### config.mk
export PLATFORM = sky130hd
export DESIGN_NAME = burst_rd_seq
export DESIGN_NICKNAME = d
export VERILOG_FILES = /design/src/rtl/burst_seq_pkg.sv /design/src/rtl/bseq_lat_timer.sv /design/src/rtl/bseq_addr_gen.sv /design/src/rtl/bseq_cs_guard.sv /design/src/rtl/burst_rd_seq.sv
export SDC_FILE = /design/constraint.sdc
export NUM_CORES = 1
export LEC_CHECK = 0
export ABC_CLOCK_PERIOD_IN_PS = 11700
export BUFFER_PORTS_ARGS = -buffer_cell sky130_fd_sc_hd__clkbuf_2
export CORE_UTILIZATION = 40
export CTS_CLUSTER_SIZE = 20
export DETAILED_ROUTE_END_ITERATION = 10
export GPL_TIMING_DRIVEN = 0
export HOLD_SLACK_MARGIN = 0.06
export PLACE_DENSITY = 0.66
export REMOVE_ABC_BUFFERS = 1
export SYNTH_ARGS = -nofsm -noshare
export SYNTH_HDL_FRONTEND = slang
export SYNTH_HIERARCHICAL = 1
export SYNTH_SLANG_ARGS = --single-unit
### constraint.sdc
create_clock -name clk -period 11.7 [get_ports clk]
set_input_delay 0 -clock clk [delete_from_list [all_inputs] [get_ports clk]]
set_output_delay 0 -clock clk [all_outputs]
set_load 0.01 [all_outputs]
### src/rtl/burst_seq_pkg.sv
package burst_seq_pkg;

  typedef enum logic [1:0] {
    ST_IDLE = 2'd0,
    ST_LAT  = 2'd1,
    ST_XFER = 2'd2,
    ST_DONE = 2'd3
  } bseq_state_e;

  typedef struct packed {
    logic [2:0] lat;
    logic       fixed_lat;
    logic [2:0] len;
    logic       linear;
    logic       early;
    logic       pol;
  } bseq_cfg_t;

  localparam int LAT_W = 4;
  localparam int CNT_W = 6;

  // words per burst for a length code; 0 means continuous
  function automatic logic [CNT_W-1:0] len_words(input logic [2:0] code);
    logic [CNT_W-1:0] n;
    case (code)
      3'b001:  n = 6'd4;
      3'b010:  n = 6'd8;
      3'b011:  n = 6'd16;
      3'b100:  n = 6'd32;
      default: n = 6'd0;
    endcase
    return n;
  endfunction

  function automatic logic [LAT_W-1:0] eff_latency(input logic [2:0] lat,
                                                   input logic       fixed);
    return fixed ? {lat, 1'b0} : {1'b0, lat};
  endfunction

endpackage

### src/rtl/bseq_lat_timer.sv
module bseq_lat_timer #(
  parameter int LW = 4
) (
  input  logic          clk,
  input  logic          rst,
  input  logic          load,
  input  logic [LW-1:0] load_val,
  input  logic          run,
  output logic          expire
);
  logic [LW-1:0] cnt_q;

  assign expire = run && (cnt_q == LW'(1));

  always_ff @(posedge clk) begin
    if (rst) begin
      cnt_q <= '0;
    end else if (load) begin
      cnt_q <= load_val;
    end else if (run && cnt_q != '0) begin
      cnt_q <= cnt_q - 1'b1;
    end
  end
endmodule

### src/rtl/bseq_addr_gen.sv
module bseq_addr_gen #(
  parameter int AW = 22,
  parameter int CW = 6
) (
  input  logic          clk,
  input  logic          rst,
  input  logic          start,
  input  logic [AW-1:0] start_addr,
  input  logic [CW-1:0] nwords,
  input  logic          wrap_mode,
  input  logic          issue,
  output logic [AW-1:0] issue_addr,
  output logic [CW-1:0] words_issued
);
  logic [AW-1:0] cur_q;
  logic [CW-1:0] cnt_q;
  logic [AW-1:0] mask;
  logic [AW-1:0] inc_addr;
  logic [AW-1:0] nxt_addr;
  logic [CW-1:0] cnt_base;

  assign issue_addr = start ? start_addr : cur_q;
  assign cnt_base   = start ? '0 : cnt_q;
  assign mask       = AW'(nwords) - 1'b1;
  assign inc_addr   = issue_addr + 1'b1;
  assign nxt_addr   = wrap_mode ? ((issue_addr & ~mask) | (inc_addr & mask)) : inc_addr;
  assign words_issued = cnt_q;

  always_ff @(posedge clk) begin
    if (rst) begin
      cur_q <= '0;
      cnt_q <= '0;
    end else if (issue) begin
      cur_q <= nxt_addr;
      cnt_q <= cnt_base + 1'b1;
    end else if (start) begin
      cur_q <= start_addr;
      cnt_q <= '0;
    end
  end
endmodule

### src/rtl/bseq_cs_guard.sv
module bseq_cs_guard #(
  parameter int LIMIT = 500
) (
  input  logic clk,
  input  logic rst,
  input  logic start_cont,
  input  logic cs_n,
  output logic overrun
);
  localparam int CW = $clog2(LIMIT + 2);

  logic [CW-1:0] cnt_q;
  logic [CW-1:0] cnt_inc;
  logic          track_q;

  assign cnt_inc = cnt_q + 1'b1;

  always_ff @(posedge clk) begin
    if (rst) begin
      cnt_q   <= '0;
      track_q <= 1'b0;
      overrun <= 1'b0;
    end else if (cs_n) begin
      cnt_q   <= '0;
      track_q <= 1'b0;
      overrun <= 1'b0;
    end else if (start_cont) begin
      cnt_q   <= CW'(1);
      track_q <= 1'b1;
      overrun <= (LIMIT == 0);
    end else if (track_q && !overrun) begin
      cnt_q   <= cnt_inc;
      overrun <= (cnt_inc > CW'(LIMIT));
    end
  end
endmodule

### src/rtl/burst_rd_seq.sv
module burst_rd_seq
  import burst_seq_pkg::*;
#(
  parameter int AW       = 22,
  parameter int CS_LIMIT = 500
) (
  input  logic          clk,
  input  logic          rst,
  input  logic          cs_n,
  input  logic          adv_n,
  input  logic [AW-1:0] start_addr,
  input  logic [2:0]    cfg_lat,
  input  logic          cfg_fixed_lat,
  input  logic [2:0]    cfg_len,
  input  logic          cfg_linear,
  input  logic          cfg_wait_early,
  input  logic          cfg_wait_pol,
  output logic [AW-1:0] arr_addr,
  output logic          arr_rd,
  output logic          wait_o,
  output logic          dvalid,
  output logic          cs_overrun
);
  bseq_state_e st_q, st_n;
  bseq_cfg_t   cfg_in, cfg_q, cfg_e;

  logic             start;
  logic [LAT_W-1:0] lat_e;
  logic [CNT_W-1:0] nwords_e;
  logic             cont_e, linfix_e, wrapfix_e;
  logic             expire, first_issue, last_done, issue;
  logic [AW-1:0]    issue_addr;
  logic [CNT_W-1:0] words_issued;
  logic             issued_q, presented_q, issued_n, presented_n;
  logic             dvalid_n, busy_n, wait_act_n, wait_act_q, pol_n;
  logic             addr_linear;

  assign cfg_in = '{lat: cfg_lat, fixed_lat: cfg_fixed_lat, len: cfg_len,
                    linear: cfg_linear, early: cfg_wait_early, pol: cfg_wait_pol};

  assign start     = (st_q == ST_IDLE) && !cs_n && !adv_n;
  assign cfg_e     = start ? cfg_in : cfg_q;
  assign lat_e     = eff_latency(cfg_e.lat, cfg_e.fixed_lat);
  assign nwords_e  = len_words(cfg_e.len);
  assign cont_e    = (nwords_e == '0);
  assign linfix_e  = !cont_e && cfg_e.linear;
  assign wrapfix_e = !cont_e && !cfg_e.linear;
  assign addr_linear = !wrapfix_e;

  bseq_lat_timer #(.LW(LAT_W)) u_lat (
    .clk      (clk),
    .rst      (rst),
    .load     (start),
    .load_val (lat_e),
    .run      (st_q == ST_LAT),
    .expire   (expire)
  );

  assign first_issue = (start && lat_e == '0) || expire;
  assign last_done   = linfix_e && (words_issued == nwords_e);
  assign issue       = !cs_n && (first_issue || (st_q == ST_XFER && !last_done));

  bseq_addr_gen #(.AW(AW), .CW(CNT_W)) u_addr (
    .clk          (clk),
    .rst          (rst),
    .start        (start),
    .start_addr   (start_addr),
    .nwords       (nwords_e),
    .wrap_mode    (wrapfix_e),
    .issue        (issue),
    .issue_addr   (issue_addr),
    .words_issued (words_issued)
  );

  bseq_cs_guard #(.LIMIT(CS_LIMIT)) u_guard (
    .clk        (clk),
    .rst        (rst),
    .start_cont (start && cont_e),
    .cs_n       (cs_n),
    .overrun    (cs_overrun)
  );

  // next state
  always_comb begin
    st_n = st_q;
    if (cs_n) begin
      st_n = ST_IDLE;
    end else begin
      case (st_q)
        ST_IDLE: if (start) st_n = (lat_e == '0) ? ST_XFER : ST_LAT;
        ST_LAT:  if (expire) st_n = ST_XFER;
        ST_XFER: if (last_done) st_n = ST_DONE;
        default: st_n = st_q;
      endcase
    end
  end

  // wait window tracking
  always_comb begin
    dvalid_n    = !cs_n && arr_rd;
    issued_n    = !cs_n && (start ? first_issue : (issued_q || issue));
    presented_n = !cs_n && !start && (presented_q || dvalid_n);
    busy_n      = (st_n == ST_LAT) || (st_n == ST_XFER);
    wait_act_n  = busy_n && !(cfg_e.early ? issued_n : presented_n);
    pol_n       = (st_n == ST_IDLE) ? cfg_wait_pol : cfg_e.pol;
  end

  always_ff @(posedge clk) begin
    if (rst) begin
      st_q        <= ST_IDLE;
      cfg_q       <= '0;
      arr_rd      <= 1'b0;
      arr_addr    <= '0;
      dvalid      <= 1'b0;
      issued_q    <= 1'b0;
      presented_q <= 1'b0;
      wait_act_q  <= 1'b0;
      wait_o      <= ~cfg_wait_pol;
    end else begin
      st_q        <= st_n;
      if (start) cfg_q <= cfg_in;
      arr_rd      <= issue;
      if (issue) arr_addr <= issue_addr;
      dvalid      <= dvalid_n;
      issued_q    <= issued_n;
      presented_q <= presented_n;
      wait_act_q  <= wait_act_n;
      wait_o      <= wait_act_n ? pol_n : ~pol_n;
    end
  end
endmodule

==> results.toml <==
[timing]
max_slew.worst_pin.slew_ns = 1.38
slew_viol_final = 0
finalWorstSetupSlack_ns = 6.43
fin_crit_sh_pct = 45.0
fmax_mhz = 190
setup_viol = 0
clock_skew_ns = 0.00492
relSlewSlack_pct = 7.98
period_needed_ns = 5.27
setup-tns-final_ns = 0
hold_viol_final = 0
grt_setup_unrepaired = "no"

[cells_and_area]
antenna_cells = 0
drive_gt1_share_pct = 19.3
finalCoreUtilization_pct = 48.8
areaGrowthSynthToFinish_pct = 16.5
layout.nets = 631
n_fill_cell = 1050

[detailed_routing]
routed-via-count = 3875
remaining_drc_errors = 0
routed_via_density = 5.29
wl_um = 9890
drt_iter0_markers = 233
dr.pass1.iters = 4
ant_nets = 0
wl_per_cell_um = 13.5

[power_and_ir_drop]
p_seq_share_pct = 43.7
clkPwrFrac_pct = 45.0
p_sw_share_pct = 23.3
power.switching_w = 0.000156
power_frac_comb_pct = 11.3
vdd_drop_max_mv = 0.0964
total_power_w = 0.000669
leakage_nw = 2.30
p_per_area_nw_per_um2 = 124
p_int_w = 0.000514

[synthesis]
yosysSeqAreaShare_pct = 35.5
synthSimpleGateAreaFrac_pct = 25.2
synthTopCellsByArea = "dfxtp_1 36%, mux2i_1 7.1%, nor2_1 5.5%"
synth_top_area_share_pct = 35.5
synth.area.mux_share_pct = 12.6
synth_flop_cell = "dfxtp_1"
synthXorXnorAreaFrac_pct = 4.74
synth_edf_count = 0
synth_compound_area_share_pct = 14.3
ys_ff_latch = 82
synthAdderAreaFrac_pct = 2.17
syn_inst = 523
synth_top_cell_by_area = "dfxtp_1"
synth_top_family_by_area = "simple AND/OR/NAND/NOR gates"
synth_warnings = 6
synth_cell_types = 71
syn_area_per_cell_um2 = 8.83
async_reset_ff_share_pct = 0
syn_area_um2 = 4620

[setup_path]
cp.arrival_ns = 5.52
startpoint_type = "input pin"
endpoint_kind = "flip-flop"
cp.required_ns = 11.95
critPathMaxFanout = 56
setup.worst_path.class = "in -> reg"

[global_route]
gr-usage-all-layers_pct = 17.1
grt_pass1_wl_um = 16200
grt_pass1_vias = 3580
grt-ovfl-total = 0
grt_max_degree = 80
antenna_found_initial = 0

[floorplanning]
core_um2 = 11000
die_y_um = 109
die_w_um = 109
fp.dieArea_um2 = 12000
io_pins = 62
initial_core_util_pct = 41.9
rows = 38

[clocking]
hold_buffers = 11
cts_setup_buffers = 0
cts_inserted_buffers = 9
cts_tree = "built"
cts-root-buf = "clkbuf_16"
path_clk_slew_ns = 0.06
clock_path_buffers = 2
cts_resized = 0
cts.sinks = 82
cts_max_level = 3
worstSkewPairLatency_ns = 0.33

[placed_design]
dp_hpwl_um = 6870
dp_slack_ns = 6.56
portBuffers = 61
gp_congestion = 0.813

[worst_hold_path]
worst_hold_path_type = "in -> reg"

[status]
status = "finished clean"

[flow_run]
maxCapViolCount = 0
-- path summary, 6_finish.rpt --
kind,slack (ns),endpoint,from,depth (start not counted)
min,0.07,arr_addr[5],start_addr[5],4
min reg2reg,0.47,cfg_q[0],cfg_q[0],2
max,6.43,u_addr/cur_q[21],cs_n,15
max reg2reg,6.46,u_addr/cur_q[21],st_q[0],13
-- logic make-up after synthesis --
| logic type | count (synthesis) |
|---|---|
| other | 1 |
| adder cells (fa/ha/maj) | 8 |
| XOR/XNOR | 25 |
| AND/OR/NAND/NOR | 217 |
| flip-flops | 82 |
| multiplexers | 53 |
| buffers and inverters | 41 |
| AO/OA/AOI/OAI | 96 |
-- sequential cells by signal, indices dropped and copies added (netlist names) --
register	flops
u_lat/cnt_q	4
u_guard/track_q	1
presented_q	1
arr_rd	1
u_guard/overrun	1
u_guard/cnt_q	9
u_addr/words_issued	6
cfg_q	10
arr_addr	22
issued_q	1
st_q	2
wait_o	1
u_addr/cur_q	22
dvalid	1
-- cell usage in the layout (no fill, tap or decap), types with 13 or more instances in the layout --
master / Yosys / layout
xnor2_1: 14 / 14
mux2_2: 18 / 18
nand2_1: 39 / 39
nor2_1: 68 / 68
o21ai_0: 19 / 19
nand3_1: 15 / 15
clkbuf_2: 0 / 60
inv_1: 14 / 13
a21oi_1: 31 / 31
mux2i_1: 33 / 33
dfxtp_1: 82 / 82
-- synth_stat cells, types with 4 or more instances --
cell and count:
a211oi_1 6, a21o_1 4, a21oi_1 31, a311oi_1 4
and3_1 6, and4_1 4, buf_2 4, buf_6 6
clkbuf_1 11, dfxtp_1 82, ha_1 8, inv_1 14
mux2_2 18, mux2i_1 33, nand2_1 39, nand2b_1 4
nand3_1 15, nand3b_1 6, nand4_1 7, nor2_1 68
nor2b_1 9, nor3_1 11, nor3b_1 7, o21ai_0 19
or3_1 11, or4_1 4, xnor2_1 14, xor2_1 11
-- final cells by class --
cell class | instances | area [um2] | area share, %
Multi-Input combinational cell | 406 | 2750 | 51.1
Clock inverter | 4 | 75.1 | 1.39
Sequential cell | 82 | 1640 | 30.5
Inverter | 15 | 56.3 | 1.05
Clock buffer | 12 | 246 | 4.58
Timing Repair Buffer | 73 | 438 | 8.14
Tap cell | 140 | 175 | 3.25
-- routing by layer --
metal,track usage [%],share of wire (%)
met5,0,0
met4,5.24,1.3
met3,4.45,3.7
met2,27.9,46
met1,22.1,49
-- critical path, stage by stage --
cell	delay, ns
dlygate4sd3_1	0.53
clkbuf_2	0.21
or4_4	0.68
inv_2	0.34
buf_12	0.31
or3_1	0.18
a311oi_2	0.10
a41oi_1	0.31
nand2_1	0.14
a21o_1	0.66
inv_2	0.41
o211ai_1	0.25
nand4b_1	0.56
or4_1	0.66
a21oi_1	0.15
-- through the flow --
stage	std cells	hold WS, ns	instance area, um2
6_report	732	0.0734	5380
5_1_grt	732	0.0968	5380
4_1_cts	732	0.0678	5380
3_5_place_dp	705	0.233	4950
3_3_place_gp	704	0.222	4930
2_1_floorplan	503	0.0691	4450
-- power groups by stage --
stage / logic [W] / registers, W / clock network [W]
after detailed placement: 0.0000720 / 0.000298 / 0
final: 0.0000754 / 0.000292 / 0.000301
after global placement: 0.0000698 / 0.000298 / 0
after global routing: 0.0000840 / 0.000293 / 0.000323
after CTS: 0.0000752 / 0.000292 / 0.000310
after floorplan: 0.0000475 / 0.000298 / 0
Power figures use the tool's default switching activity.
